<file path="src/rtl/binom_pkg.sv">
// Shared limits and bus-layout helpers for the binomial prefilter.
// Assumes the full-rate stages sit first in the chain and the decimating stages follow.
package binom_pkg;
    localparam int MAX_STAGES = 8;
    localparam int MAX_DEC    = 3;

    // Width of the final sample for a given configuration.
    function automatic int sample_width(int n_stages, int n_dec);
        return 1 + n_stages + 2 * n_dec;
    endfunction

    // Bit offset of full-rate stage i output (width i+2) in the packed chain bus.
    function automatic int fr_offset(int i);
        return (i * (i + 3)) / 2;
    endfunction

    // Bit offset of decimating level l output (width fw+2l+2) in its packed bus.
    function automatic int dc_offset(int fw, int l);
        return l * fw + l * (l + 1);
    endfunction
endpackage

</file>
<file path="src/rtl/binom_dly_add.sv">
// One full-rate delay-and-add stage: dout = din + din delayed one clock.
// Runs on every clock regardless of din_vld. The valid flag only tracks when
// both taps have seen a valid input, so the reset zeros act as leading input.
module binom_dly_add #(
    parameter int IN_W = 1
) (
    input  logic            clk,
    input  logic            rst_n,
    input  logic [IN_W-1:0] din,
    input  logic            din_vld,
    output logic [IN_W:0]   dout,
    output logic            dout_vld
);
    logic [IN_W-1:0] dly;
    logic            primed;

    // Delay register, registered sum and fill tracking.
    always_ff @(posedge clk) begin
        if (!rst_n) begin
            dly      <= '0;
            dout     <= '0;
            primed   <= 1'b0;
            dout_vld <= 1'b0;
        end else begin
            dly      <= din;
            dout     <= {1'b0, din} + {1'b0, dly};
            primed   <= primed | din_vld;
            dout_vld <= din_vld & primed;
        end
    end
endmodule

</file>
<file path="src/rtl/binom_dec121.sv">
// Decimate-by-2 stage with a [1,2,1] kernel over its valid input samples.
// Counting valid inputs u[n], it emits u[n-2]+2u[n-1]+u[n] for each even n >= 2.
// Each even sample both closes one output and opens the next.
// The output register holds its value between emissions.
module binom_dec121 #(
    parameter int IN_W = 2
) (
    input  logic            clk,
    input  logic            rst_n,
    input  logic [IN_W-1:0] din,
    input  logic            din_vld,
    output logic [IN_W+1:0] dout,
    output logic            dout_vld
);
    logic [IN_W-1:0] held;     // last even-indexed sample
    logic [IN_W+1:0] partial;  // held + 2 * odd sample
    logic            odd_next; // next valid sample has an odd index
    logic            primed;   // an even sample has been captured

    // Phase tracking, partial sum and emission.
    always_ff @(posedge clk) begin
        if (!rst_n) begin
            held     <= '0;
            partial  <= '0;
            odd_next <= 1'b0;
            primed   <= 1'b0;
            dout     <= '0;
            dout_vld <= 1'b0;
        end else begin
            dout_vld <= 1'b0;
            if (din_vld) begin
                if (!odd_next) begin
                    if (primed) begin
                        dout     <= partial + {2'b00, din};
                        dout_vld <= 1'b1;
                    end
                    held     <= din;
                    primed   <= 1'b1;
                    odd_next <= 1'b1;
                end else begin
                    partial  <= {2'b00, held} + {1'b0, din, 1'b0};
                    odd_next <= 1'b0;
                end
            end
        end
    end
endmodule

</file>
<file path="src/rtl/binomial_prefilter.sv">
// Binomial prefilter top: NUM_STAGES full-rate delay-and-add stages, then
// NUM_DEC [1,2,1] decimate-by-2 stages. Stage outputs are packed into flat
// buses whose slices have the growing widths. Assumes one modulator bit per clock.
module binomial_prefilter #(
    parameter int NUM_STAGES = 4,
    parameter int NUM_DEC    = 1
) (
    input  logic                            clk,
    input  logic                            rst_n,
    input  logic                            bit_in,
    output logic [NUM_STAGES+2*NUM_DEC:0]   sample_out,
    output logic                            sample_valid
);
    localparam int OUT_W   = binom_pkg::sample_width(NUM_STAGES, NUM_DEC);
    localparam int FR_W    = NUM_STAGES + 1;
    localparam int FR_BITS = binom_pkg::fr_offset(NUM_STAGES);

    // Elaboration-time range checks on the configuration.
    if (NUM_STAGES < 1 || NUM_STAGES > binom_pkg::MAX_STAGES) begin : g_bad_stages
        $error("binomial_prefilter: NUM_STAGES out of range");
    end
    if (NUM_DEC < 0 || NUM_DEC > binom_pkg::MAX_DEC) begin : g_bad_dec
        $error("binomial_prefilter: NUM_DEC out of range");
    end

    logic [FR_BITS-1:0]    fr_bus;
    logic [NUM_STAGES-1:0] fr_vld;

    // Full-rate chain: stage i takes an (i+1)-bit word and returns (i+2) bits.
    for (genvar i = 0; i < NUM_STAGES; i++) begin : g_fr
        localparam int IW = i + 1;
        logic [IW-1:0] st_in;
        logic          st_in_vld;
        if (i == 0) begin : g_src
            assign st_in     = bit_in;
            assign st_in_vld = 1'b1;
        end else begin : g_link
            assign st_in     = fr_bus[binom_pkg::fr_offset(i-1) +: IW];
            assign st_in_vld = fr_vld[i-1];
        end
        binom_dly_add #(.IN_W(IW)) u_stage (
            .clk      (clk),
            .rst_n    (rst_n),
            .din      (st_in),
            .din_vld  (st_in_vld),
            .dout     (fr_bus[binom_pkg::fr_offset(i) +: IW+1]),
            .dout_vld (fr_vld[i])
        );
    end

    // Output selection: straight from the full-rate chain, or through the decimators.
    if (NUM_DEC == 0) begin : g_nodec
        assign sample_out   = fr_bus[binom_pkg::fr_offset(NUM_STAGES-1) +: OUT_W];
        assign sample_valid = fr_vld[NUM_STAGES-1];
    end else begin : g_dec
        localparam int DC_BITS = binom_pkg::dc_offset(FR_W, NUM_DEC);
        logic [DC_BITS-1:0] dc_bus;
        logic [NUM_DEC-1:0] dc_vld;

        for (genvar l = 0; l < NUM_DEC; l++) begin : g_lvl
            localparam int IW = FR_W + 2 * l;
            logic [IW-1:0] lv_in;
            logic          lv_in_vld;
            if (l == 0) begin : g_src
                assign lv_in     = fr_bus[binom_pkg::fr_offset(NUM_STAGES-1) +: FR_W];
                assign lv_in_vld = fr_vld[NUM_STAGES-1];
            end else begin : g_link
                assign lv_in     = dc_bus[binom_pkg::dc_offset(FR_W, l-1) +: IW];
                assign lv_in_vld = dc_vld[l-1];
            end
            binom_dec121 #(.IN_W(IW)) u_dec (
                .clk      (clk),
                .rst_n    (rst_n),
                .din      (lv_in),
                .din_vld  (lv_in_vld),
                .dout     (dc_bus[binom_pkg::dc_offset(FR_W, l) +: IW+2]),
                .dout_vld (dc_vld[l])
            );
        end

        assign sample_out   = dc_bus[binom_pkg::dc_offset(FR_W, NUM_DEC-1) +: OUT_W];
        assign sample_valid = dc_vld[NUM_DEC-1];
    end
endmodule

</file>
<file path="config.mk">
export PLATFORM = sky130hd
export DESIGN_NAME = binomial_prefilter
export DESIGN_NICKNAME = d
export VERILOG_FILES = /design/src/rtl/binom_pkg.sv /design/src/rtl/binom_dly_add.sv /design/src/rtl/binom_dec121.sv /design/src/rtl/binomial_prefilter.sv
export SDC_FILE = /design/constraint.sdc
export NUM_CORES = 1
export LEC_CHECK = 0
export ABC_CLOCK_PERIOD_IN_PS = 5300
export BUFFER_PORTS_ARGS = -buffer_cell sky130_fd_sc_hd__buf_2
export CAP_MARGIN = 10
export CORE_MARGIN = 3
export CORE_UTILIZATION = 55
export CTS_BUF_LIST = sky130_fd_sc_hd__clkbuf_2 sky130_fd_sc_hd__clkbuf_4 sky130_fd_sc_hd__clkbuf_8
export DETAILED_ROUTE_END_ITERATION = 7
export PLACE_DENSITY = 0.73
export SETUP_SLACK_MARGIN = 0.2
export SYNTH_ARGS = -nofsm -noshare
export SYNTH_HDL_FRONTEND = slang
export SYNTH_HIERARCHICAL = 1
export SYNTH_SLANG_ARGS = --single-unit
</file>
<file path="constraint.sdc">
create_clock -name clk -period 5.3 [get_ports clk]
set_input_delay 0.53 -clock clk [delete_from_list [all_inputs] [get_ports clk]]
set_output_delay 0.53 -clock clk [all_outputs]
set_load 0.005 [all_outputs]
</file>
==> impl_summary.txt, run 1 <==
----------------------------------------------------
[Setup path]
  Number of cells on the worst reg-to-reg path ... 7
  Critical-path cell list ... ha_1 > inv_1 > fa_1 > nor2b_1 > o21ai_1 > a2111oi_0 > a311o_1
  Kind of cell with the highest combined delay on the critical path ... compound AO/OA/AOI/OAI gates
  Critical-path cell with the highest stage delay ... a2111oi_0
  Crit path largest cell delay ... 0.40 ns
  Startpoint type of the worst setup path ... register
  Data required time of the worst path ... 5.55 ns
  Top fanout value on the critical path ... 3
  Arrival time at the worst endpoint ... 2.14 ns
  Count of cell instances traversed by the critical path ... 7
  Category of the worst setup path capture point ... register
  Worst Path Buf+Inv ... 1
  Kind of critical path ... register to register

[Timing]
  Final worst clock skew ... 0.009638 ns
  Relative slew slack ... 53.67%
  Number of max-slew violations in the final report ... 0
  Hold violation count in the final report ... 0
  Fmax ... 530.4 MHz
  Final Critical Period ... 1.885 ns
  Slew at the pin closest to its max-slew limit ... 0.6950 ns
  Share of the clock period used by the worst path ... 35.57%
  Setup repair after global routing missed its margin ... false
  Total negative slack for setup checks ... 0 ns
  Final-report setup violation count ... 0

[Clocking]
  Number of gates given a new drive strength after cts ... 0
  Hold_buf cts ... 0
  Deepest level of the CTS H-tree ... 2
  Clock tree from TritonCTS ... yes
  CTS sink cnt ... 54
  Post-CTS repair timing setup buffer count ... 0
  Clock Latency Late Sink ... 0.30 ns
  Clock transition at path regs ... 0.10 ns
  Clock root cell ... clkbuf_8
  Clock tree buffer depth ... 2
  Clock buffer count from CTS ... 5

[Synthesis]
  Post-synthesis sequential element count ... 54
  Proportion of netlist area held by the largest area contributor ... 46.23%
  Asr flop ratio synth ... 0%
  Synthesized area per cell ... 10.26 µm²
  Number of warnings reported in the yosys synthesis log ... 6
  Distinct cell type count of the synthesized netlist ... 47
  Combined area of all synthesized cells ... 0.002338 mm²
  Dominant cell by count in the synthesized netlist ... dfxtp_1
  Number of standard cells after synthesis ... 228
  Number of flops mapped to enable cells by yosys ... 0
  List of most frequent post-synthesis cells ... dfxtp_1 (54), ha_1 (18), inv_1 (16)
  Cell taking the most area after synthesis ... dfxtp_1
  Synth top area cells ... dfxtp_1 (46%), ha_1 (9.6%), fa_1 (4.3%), and2_1 (2.9%), mux2i_1 (2.6%)
  Portion of the post-synthesis area used by sequential elements ... 46.23%
  Top flip-flop cell by instance count after synthesis ... dfxtp_1

[Finish]
  Footprint of the multi-input gates ... 0.001161 mm²
  Growth of design area from synthesis to finish ... 8.240%
  Post-layout instance count excluding filler cells ... 290
  Antenna diode instance count ... 0
  Area occupied by registers ... 0.001081 mm²
  Proportion of layout cells with a drive suffix above 1 ... 12.92%
  Nets@finish ... 265
  Total of fill cells in the finished design ... 330

[Power]
  Power density of the placed cells ... 279.6 mW/mm²
  Portion of total power attributed to sequential cells ... 58.8%
  Switching Share ... 20.60%
  Leakage power figure ... 1.074 nW
  Internal Power ... 0.5619 mW
  Max rail drop VDD ... 253.1 µV
  Clock group share of total power ... 38.4%
  Switching power ... 0.1458 mW
  Combinational cell fraction of total power ... 2.8%

[Drt]
  Post-route DRC ... 0
  First-pass DRT Iterations ... 4
  Average detailed-routed wire length per instance ... 12.14 µm
  Vias per cell ... 5.310
  DR vias ... 1540
  Routed wire length ... 3521 µm
  Antenna-violating nets left ... 0
  Number of DRC violations after detailed-routing iteration 0 ... 55

[Floorplanning]
  Site Rows ... 23
  Die span in y ... 71.21 µm
  Std-Cell Core Area ... 0.004058 mm²
  I/O pin total ... 11
  Floorplan die width ... 71.21 µm
  Effective utilization at floorplan ... 57.63%
  Area of the die ... 0.005070 mm²

[Placed design]
  Routability cong. ... 0.7894
  Placed Cells incl. Taps ... 282
  Port-buffer cells ... 10
  Half-perimeter wire length after detailed placement ... 2473 µm

[Flow run]
  Maximum capacitance violations ... 0

[Outcome]
  Outcome ... finished clean

[Min path]
  Kind of path behind the tightest hold check ... register to register
  Hold Path Cell Cnt ... 2

[Global route]
  Total routing resource utilization after global routing ... 15.81%
  Via count of the first global-routing pass ... 1517
  Number of antenna violations at the first check in global routing ... 0
  Pin count of the biggest net entering global routing ... 51
  First-pass GRT wire length ... 6423 µm
  Total grt overflow ... 0

----------------------------------------------------
[cells in the final DEF, fill, tap and decap left out, drive strengths merged, types with 2 or more instances in the layout]
cell type  instances
and3               7
and2              17
and2b              2
a311o              2
o21a               7
o2111ai            2
o21ai              3
xnor2              3
clkbuf             5
nand4b             2
buf               10
a21o               5
ha                18
conb               2
fa                 5
nor2b              8
a211oi             3
nor2              14
inv               18
dfxtp             54
a21oi             10
nand2             13
nand3              6
mux2i              6
[flip-flops by register name (all words and copies together) (netlist names)]
register and cells:
g_dec.g_lvl.u_dec/dout_vld 1, g_dec.g_lvl.u_dec/primed 1, g_dec.g_lvl.u_dec/odd_next 1, g_dec.g_lvl.u_dec/held 5, g_fr.u_stage/dly 10, g_fr.u_stage/dout_vld 4
g_fr.u_stage/dout 14, g_dec.g_lvl.u_dec/partial 7, g_fr.u_stage/primed 4, g_dec.g_lvl.u_dec/dout 7
[logic make-up (layout without fill, tap and decap cells)]
family	after synthesis	in the layout	share of synthesized area (%)
AO/OA/AOI/OAI	39	39	12.09
XOR/XNOR	3	3	1.124
adder cells (fa/ha/maj)	23	23	13.91
buffers and inverters	24	35	4.280
flip-flops	54	54	46.23
multiplexers	6	6	2.568
other	1	2	0.1604
AND/OR/NAND/NOR	78	78	19.64
[metrics by stage]
stage                     power, mW  hold WS, ns  area, µm²  worst slack (ns)  util [%]
after floorplan              0.4392       0.4201       2342             3.600         -
after global placement       0.4450       0.4280       2419             3.252     59.61
after detailed placement     0.4459       0.4346       2419             3.230     59.61
after CTS                    0.7183       0.4551       2531             3.411     62.38
after global routing         0.7326       0.4788       2531             3.207     62.38
final                        0.7077       0.4504       2531             3.415     62.38
[worst reg2reg max path, stage by stage (launching register included)]
cell,delay (ns)
dfxtp_1,0.39
ha_1,0.20
inv_1,0.06
fa_1,0.37
nor2b_1,0.18
o21ai_1,0.09
a2111oi_0,0.40
a311o_1,0.17
[layer usage]
metal | global-route usage, % | part of all wire (%)
met1 | 20.36 | 50
met2 | 26.12 | 47
met3 | 3.409 | 2.5
met4 | 5.637 | 0.65
met5 | 0 | 0
[final cells by class]
type | count | share of cell area (%)
Timing Repair Buffer | 10 | 1.977
Multi-Input combinational cell | 151 | 45.87
Inverter | 17 | 2.521
Clock inverter | 3 | 1.730
Tap cell | 50 | 2.472
Clock buffer | 5 | 2.719
Sequential cell | 54 | 42.71
[power groups by stage]
stage	Combinational [mW]	Clock (mW)	Sequential, mW
after floorplan	0.0148	0	0.424
after global routing	0.0236	0.292	0.417
final	0.0198	0.272	0.416
after global placement	0.0197	0	0.425
after CTS	0.0203	0.282	0.416
after detailed placement	0.0202	0	0.426
[final timing paths]
path	start	to	slack [ns]
setup / recovery	g_fr[3].u_stage/dout[0]	g_dec.g_lvl[0].u_dec/partial[5]	3.41
hold / removal	g_dec.g_lvl[0].u_dec/dout[2]	g_dec.g_lvl[0].u_dec/dout[2]	0.45
setup reg to reg	g_fr[3].u_stage/dout[0]	g_dec.g_lvl[0].u_dec/partial[5]	3.41
hold reg to reg	g_dec.g_lvl[0].u_dec/dout[2]	g_dec.g_lvl[0].u_dec/dout[2]	0.45
(Power assumes the default switching activity.)
==> run 2, diff against run 1 <==
ABC_CLOCK_PERIOD_IN_PS = 1620   (was 5300)
PLACE_DENSITY = 0.75   (was 0.73)
clock period = 1.62 ns   (was 5.3 ns; I/O delays follow)
==> run 2 against run 1 <==
Against the previous run: the run now ends with negative setup slack left; clock skew grew 0.0017 ns; core utilization grew 6.0 points; setup slack worse by 3.5 ns; critical endpoint unchanged; largest cell class unchanged; largest power group unchanged.
==> impl_summary.txt, run 2 (synthesized netlist as in run 1, its figures left out) <==
----------------------------------------------------
[Floorplanning]
  I/O pin total ... 11 (unchanged)
  Std-Cell Core Area ... 0.004058 mm² (unchanged)
  Floorplan die width ... 71.21 µm (unchanged)
  Site Rows ... 23 (unchanged)
  Area of the die ... 0.005070 mm² (unchanged)
  Effective utilization at floorplan ... 57.63% (unchanged)
  Die span in y ... 71.21 µm (unchanged)

[Clocking]
  Deepest level of the CTS H-tree ... 2 (unchanged)
  Clock Latency Late Sink ... 0.31 ns (about the same)
  Clock transition at path regs ... 0.10 ns (about the same)
  CTS sink cnt ... 54 (unchanged)
  Clock root cell ... clkbuf_8
  Hold_buf cts ... 0 (unchanged)
  Clock tree from TritonCTS ... yes
  Clock buffer count from CTS ... 5 (unchanged)
  Clock tree buffer depth ... 2 (unchanged)

[Placed design]
  Port-buffer cells ... 10 (unchanged)
  Half-perimeter wire length after detailed placement ... 2740 µm (+11%)
  Post-place setup slack ... -0.06137 ns (-3.292 ns)
  Post-place instance area ... 0.002586 mm² (+6.9%)
  Placed Cells incl. Taps ... 296 (+5.0%)
  Routability cong. ... 0.7355 (-6.8%)

[Finish]
  Register ranked first by flip-flop count ... g_fr.u_stage/dout
  Post-layout instance count excluding filler cells ... 306 (+5.5%)
  Nets@finish ... 282 (+6.4%)
  Most common library cell in the layout ignoring fill and taps ... dfxtp_1
  Largest registers ... g_fr.u_stage/dout x14, g_fr.u_stage/dly x10
  Proportion of layout cells with a drive suffix above 1 ... 29.30% (+16 points)
  Highest-count cells in the layout ignoring fill and taps ... dfxtp_1 (43), buf_4 (16), inv_1 (14), nor2_1 (14), nand2_1 (12)
  Antenna diode instance count ... 0 (unchanged)
  Post-route design area ... 0.002773 mm² (+9.5%)
  Flip-flop count of the largest register after layout ... 14 (unchanged)
  Growth of design area from synthesis to finish ... 18.57%
  Total of fill cells in the finished design ... 317 (-3.9%)

[Power]
  Total chip power ... 2.164 mW (+210%)
  Power density of the placed cells ... 780.3 mW/mm² (+180%)
  Max rail drop VDD ... 556.2 µV (+120%)
  Leakage power figure ... 1.134 nW (+5.6%)

[Timing]
  Setup repair after global routing missed its margin ... true
  Final Critical Period ... 1.721 ns (-0.1640 ns)
  Hold violation count in the final report ... 0 (unchanged)
  Fin worst setup slack ... -0.1015 ns (-3.516 ns)
  Number of max-slew violations in the final report ... 0 (unchanged)
  Fmax ... 580.9 MHz (+9.5%)
  Final-report setup violation count ... 3 (+3)
  Share of the clock period used by the worst path ... 106.3% (+71 points)
  Final worst clock skew ... 0.01135 ns (+0.001717 ns)

[Setup path]
  Number of cells on the worst reg-to-reg path ... 7 (unchanged)
  Arrival time at the worst endpoint ... 1.91 ns (-0.23 ns)
  Data required time of the worst path ... 1.81 ns (-3.74 ns)
  Crit path largest cell delay ... 0.37 ns (-0.03 ns)
  Startpoint of the lowest-slack register-to-register path ... g_fr[3].u_stage/dout[0]
  Critical-path cell list ... ha_4 > inv_2 > fa_2 > nor2b_4 > o21ai_2 > nor4b_1 > a311o_1
  Critical-path cell with the highest stage delay ... dfxtp_2
  Startpoint type of the worst setup path ... register
  Worst Path Buf+Inv ... 1 (unchanged)
  Category of the worst setup path capture point ... register
  Kind of cell with the highest combined delay on the critical path ... adder cells
  Kind of critical path ... register to register
  FF-to-FF setup slack ... -0.10 ns (-3.52 ns)
  Top fanout value on the critical path ... 3 (unchanged)
  Reg-to-Reg End ... g_dec.g_lvl[0].u_dec/partial[5]

[Drt]
  Average detailed-routed wire length per instance ... 12.94 µm (+6.6%)
  DR vias ... 1635 (+6.2%)
  Post-route DRC ... 0 (unchanged)
  Number of DRC violations after detailed-routing iteration 0 ... 34 (-38%)
  First-pass DRT Iterations ... 4 (unchanged)
  Routed wire length ... 3961 µm (+12%)
  Antenna-violating nets left ... 0 (unchanged)
  Vias per cell ... 5.343 (+0.62%)

[Global route]
  Total routing resource utilization after global routing ... 16.83% (+1.0 points)
  Total grt overflow ... 0 (unchanged)
  Pin count of the biggest net entering global routing ... 28 (-45%)
  Number of antenna violations at the first check in global routing ... 0 (unchanged)
  First-pass GRT wire length ... 6796 µm (+5.8%)
  Via count of the first global-routing pass ... 1560 (+2.8%)

[Min path]
  Min-Delay Startpoint ... bit_in
  Worst hold path endpoint ... g_fr[0].u_stage/dly
  Hold Path Cell Cnt ... 2 (unchanged)
  Kind of path behind the tightest hold check ... primary input to register

[Outcome]
  Violations in the final reports ... negative setup slack
  Outcome ... complete, but fails checks

[Flow run]
  Maximum capacitance violations ... 0 (unchanged)

----------------------------------------------------
[run 2: cell types whose count changed in the layout (fill, tap and decap cells not counted), sizes merged]
cell / delta
buf: +17
clkbuf: +1
clkinvlp: +1
bufinv: -1
clkinv: -1
inv: -1
[run 2: what timing repair did]
| action | 4_1_cts | 5_1_grt |
|---|---|---|
| gates cloned | 0 | 0 |
| gates resized for setup | 14 | 7 |
| pin swaps | 9 | 6 |
| buffers inserted | 2 | 1 |
| endpoints found under the setup margin | 10 | 10 |
[run 2: cell type report]
type,instances,area [µm²],area share [%]
inverters,17,63.81,2.301
clock inverters,1,7.507,0.2708
repair buffers,27,181.4,6.543
multi-input cells,151,1281,46.21
flip-flops and latches,54,1100,39.67
well taps,50,62.56,2.256
clock buffers,6,76.32,2.753
[run 2: through the flow]
stage                     util (%)   TNS, ns  hold WS [ns]
final                        68.33   -0.1474        0.1005
after global routing         68.33   -0.4579       0.09828
after CTS                    67.41  -0.03998       0.08892
after detailed placement     63.74  -0.09577        0.4117
after global placement       63.74  -0.02965        0.4008
after floorplan                  -         0        0.2795
[run 2: how the worst max path moves through the flow]
stage	from	endpoint	cells after the start
CTS	g_fr[3].u_stage/dout[0]	g_dec.g_lvl[0].u_dec/partial[5]	7
global route	g_dec.g_lvl[0].u_dec/held[1]	g_dec.g_lvl[0].u_dec/partial[5]	7
global placement	g_fr[3].u_stage/dout[0]	g_dec.g_lvl[0].u_dec/partial[5]	7
floorplan	g_fr[3].u_stage/dout[0]	g_dec.g_lvl[0].u_dec/partial[5]	7
finish	g_fr[3].u_stage/dout[0]	g_dec.g_lvl[0].u_dec/partial[5]	7
detailed placement	g_fr[3].u_stage/dout[0]	g_dec.g_lvl[0].u_dec/partial[5]	7
[run 2: power breakdown]
group	leakage (nW)	total, mW	switching [mW]	internal [mW]
Clock	0.0407	0.721	0.408	0.314
Combinational	0.650	0.0792	0.0434	0.0359
Sequential	0.443	1.36	0.0151	1.35
[run 2: metal layers]
layer  vias up  wire (µm)  track usage (%)
met5         -          0                0
met4         0         65            8.142
li1        836          -                -
met2        17       1885            25.71
met1       776       1908            22.75
met3         6        101            3.409
[run 2: worst reg2reg max path: stages, from the launching register on]
cell	delay (ns)
dfxtp_2	0.37
ha_4	0.14
inv_2	0.03
fa_2	0.36
nor2b_4	0.15
o21ai_2	0.08
nor4b_1	0.15
a311o_1	0.32
==> run 3, diff against run 2 <==
GPL_TIMING_DRIVEN = 0   (was not set)
==> run 3 against run 2 <==
Against the previous run: the run still ends with negative setup slack left; design area up 3.3%; via count up 3.7%; count of clock-buffer cells in the layout down 1; core utilization rose by 2.3 points; routed wire length is 15% higher; critical endpoint unchanged; global-route usage rose by 0.79 points; non-clock buffer count grew 1; combinational power is 2.9% lower; fmax is 1.6% higher; setup slack better by 0.028 ns; register-to-register slack improved by 0.03 ns; cell count up 0.65%.
==> impl_summary.txt, run 3 (synthesized netlist as in run 1, its figures left out) <==
----------------------------------------------------
[Placed design]
  Routability cong. ... 0.7993 (+8.7%)
  Half-perimeter wire length after detailed placement ... 2727 µm (-0.47%)
  Post-place setup slack ... -0.1143 ns (-0.05293 ns)
  Placed Cells incl. Taps ... 289 (-2.4%)
  Port-buffer cells ... 10 (unchanged)

[Power]
  Max rail drop VDD ... 638.1 µV (+15%)
  Internal Power ... 1.830 mW (+7.8%)
  Combinational cell fraction of total power ... 3.3% (-0.4 points)
  Power density of the placed cells ... 810.4 mW/mm² (+3.9%)
  Switching Share ... 21.16% (-0.38 points)
  Leakage power figure ... 1.167 nW (+2.9%)
  Switching power ... 0.4911 mW (+5.4%)
  Clock group share of total power ... 38.2% (+4.9 points)
  Portion of total power attributed to sequential cells ... 58.5% (-4.5 points)

[Finish]
  Nets@finish ... 283 (+0.35%)
  Flip-flop count of the largest register after layout ... 14 (unchanged)
  Post-layout instance count excluding filler cells ... 308 (+0.65%)
  Most common library cell in the layout ignoring fill and taps ... dfxtp_1
  Register ranked first by flip-flop count ... g_fr.u_stage/dout
  Fin util ... 70.58% (+2.3 points)
  Largest registers ... g_fr.u_stage/dout x14, g_fr.u_stage/dly x10
  Highest-count cells in the layout ignoring fill and taps ... dfxtp_1 (38), nor2_1 (14), inv_1 (13), buf_2 (12), nand2_1 (12)
  Proportion of layout cells with a drive suffix above 1 ... 32.56% (+3.3 points)
  Antenna diode instance count ... 0 (unchanged)
  Growth of design area from synthesis to finish ... 22.47%

[Setup path]
  Number of cells on the worst reg-to-reg path ... 7 (unchanged)
  Arrival time at the worst endpoint ... 1.95 ns (+0.04 ns)
  Top fanout value on the critical path ... 3 (unchanged)
  Critical-path cell list ... ha_4 > inv_2 > fa_2 > nor2b_4 > o21ai_2 > a2111oi_2 > a311o_1
  Kind of critical path ... register to register
  Critical-path cell with the highest stage delay ... dfxtp_4
  Startpoint type of the worst setup path ... register
  Category of the worst setup path capture point ... register
  Crit path largest cell delay ... 0.39 ns (+0.02 ns)
  Data required time of the worst path ... 1.87 ns (+0.06 ns)

[Drt]
  DR vias ... 1695 (+3.7%)
  Average detailed-routed wire length per instance ... 14.80 µm (+14%)
  Vias per cell ... 5.503 (+3.0%)
  Number of DRC violations after detailed-routing iteration 0 ... 136 (+300%)
  Routed wire length ... 4558 µm (+15%)
  First-pass DRT Iterations ... 4 (unchanged)
  Antenna-violating nets left ... 0 (unchanged)
  Post-route DRC ... 0 (unchanged)

[Min path]
  Kind of path behind the tightest hold check ... primary input to register
  Hold Path Cell Cnt ... 2 (unchanged)

[Floorplanning]
  Effective utilization at floorplan ... 57.63% (unchanged)
  Std-Cell Core Area ... 0.004058 mm² (unchanged)
  Area of the die ... 0.005070 mm² (unchanged)
  Die span in y ... 71.21 µm (unchanged)
  I/O pin total ... 11 (unchanged)
  Floorplan die width ... 71.21 µm (unchanged)
  Site Rows ... 23 (unchanged)

[Global route]
  Pin count of the biggest net entering global routing ... 26 (-7.1%)
  First-pass GRT wire length ... 7010 µm (+3.1%)
  Total grt overflow ... 0 (unchanged)
  Total routing resource utilization after global routing ... 17.62% (+0.79 points)
  Via count of the first global-routing pass ... 1519 (-2.6%)
  Number of antenna violations at the first check in global routing ... 0 (unchanged)

[Clocking]
  Clock root cell ... clkbuf_8
  Clock tree from TritonCTS ... yes
  CTS sink cnt ... 54 (unchanged)
  Clock transition at path regs ... 0.09 ns (about the same)
  Deepest level of the CTS H-tree ... 2 (unchanged)
  Hold_buf cts ... 0 (unchanged)
  Clock tree buffer depth ... 2 (unchanged)
  Clock buffer count from CTS ... 5 (unchanged)
  Clock Latency Late Sink ... 0.31 ns (about the same)

[Timing]
  Setup repair after global routing missed its margin ... true
  Final Critical Period ... 1.694 ns (-0.02759 ns)
  Fin worst setup slack ... -0.07388 ns (+0.02759 ns)
  Share of the clock period used by the worst path ... 104.6% (-1.7 points)
  Final worst clock skew ... 0.004298 ns (-0.007056 ns)
  Number of max-slew violations in the final report ... 0 (unchanged)
  Fmax ... 590.4 MHz (+1.6%)
  Final-report setup violation count ... 3 (unchanged)
  Hold violation count in the final report ... 0 (unchanged)
  Total negative slack for setup checks ... -0.1252 ns (+0.02226 ns)

[Outcome]
  Outcome ... complete, but fails checks
  Violations in the final reports ... negative setup slack

[Flow run]
  Maximum capacitance violations ... 0 (unchanged)

----------------------------------------------------
-- run 3: cell types whose count changed in the layout (fill, tap and decap cells not counted), moves of 3 or more --
cell | previous run | this run
clkbuf_1 | 0 | 4
buf_4 | 16 | 8
dfxtp_1 | 43 | 38
dfxtp_4 | 2 | 6
buf_6 | 1 | 4
-- run 3: final timing paths --
path | startpoint | slack (ns) | endpoint
setup / recovery | g_fr[3].u_stage/dout[0] | -0.07 | g_dec.g_lvl[0].u_dec/partial[5]
hold reg to reg | g_fr[3].u_stage/primed | 0.45 | g_fr[3].u_stage/primed
hold / removal | bit_in | 0.09 | g_fr[0].u_stage/dly
setup reg to reg | g_fr[3].u_stage/dout[0] | -0.07 | g_dec.g_lvl[0].u_dec/partial[5]
-- run 3: area by class of cell --
cell class,instances,area [µm²]
Clock inverter,3,40.04
Inverter,17,63.81
Fill cell,287,1194
Sequential cell,54,1116
Timing Repair Buffer,21,143.9
Clock buffer,5,68.82
Multi-Input combinational cell,151,1333
Buffer,7,36.28
Tap cell,50,62.56
-- run 3: worst max-delay path: cells and delay by family, from the launching register on --
family,cells,cell delay (ns)
buf+inv,1,0.04
fa+ha+maj,2,0.51
simple gates,1,0.15
compound gates,3,0.54
flops,1,0.39
-- run 3: metal layers --
| layer | up-vias | global-route usage (%) | part of all wire (%) |
|---|---|---|---|
| met5 | - | 0 | 0 |
| met4 | 0 | 6.263 | 2.7 |
| met1 | 792 | 23.43 | 45 |
| met2 | 51 | 28.27 | 48 |
| met3 | 16 | 3.835 | 4.5 |
| li1 | 836 | - | - |
-- run 3: power groups by stage --
stage	logic (mW)	clock network, mW	registers (mW)
2_1_floorplan	0.0492	0	1.39
3_3_place_gp	0.0692	0	1.39
3_5_place_dp	0.0726	0	1.39
4_1_cts	0.0758	0.912	1.36
5_1_grt	0.0907	0.946	1.36
6_report	0.0769	0.887	1.36
-- run 3: what timing repair did --
| item | CTS | global route |
|---|---|---|
| endpoints found under the setup margin | 5 | 12 |
| resized for setup | 21 | 21 |
| pin swaps | 14 | 16 |
| setup buffers | 9 | 2 |
-- run 3: stage by stage --
step | power (mW) | hold slack [ns] | instance area [µm²]
2_1_floorplan | 1.439 | 0.2795 | 2405
3_3_place_gp | 1.462 | 0.4049 | 2517
3_5_place_dp | 1.466 | 0.4067 | 2517
4_1_cts | 2.344 | 0.08017 | 2759
5_1_grt | 2.397 | 0.09394 | 2864
6_report | 2.321 | 0.09257 | 2864
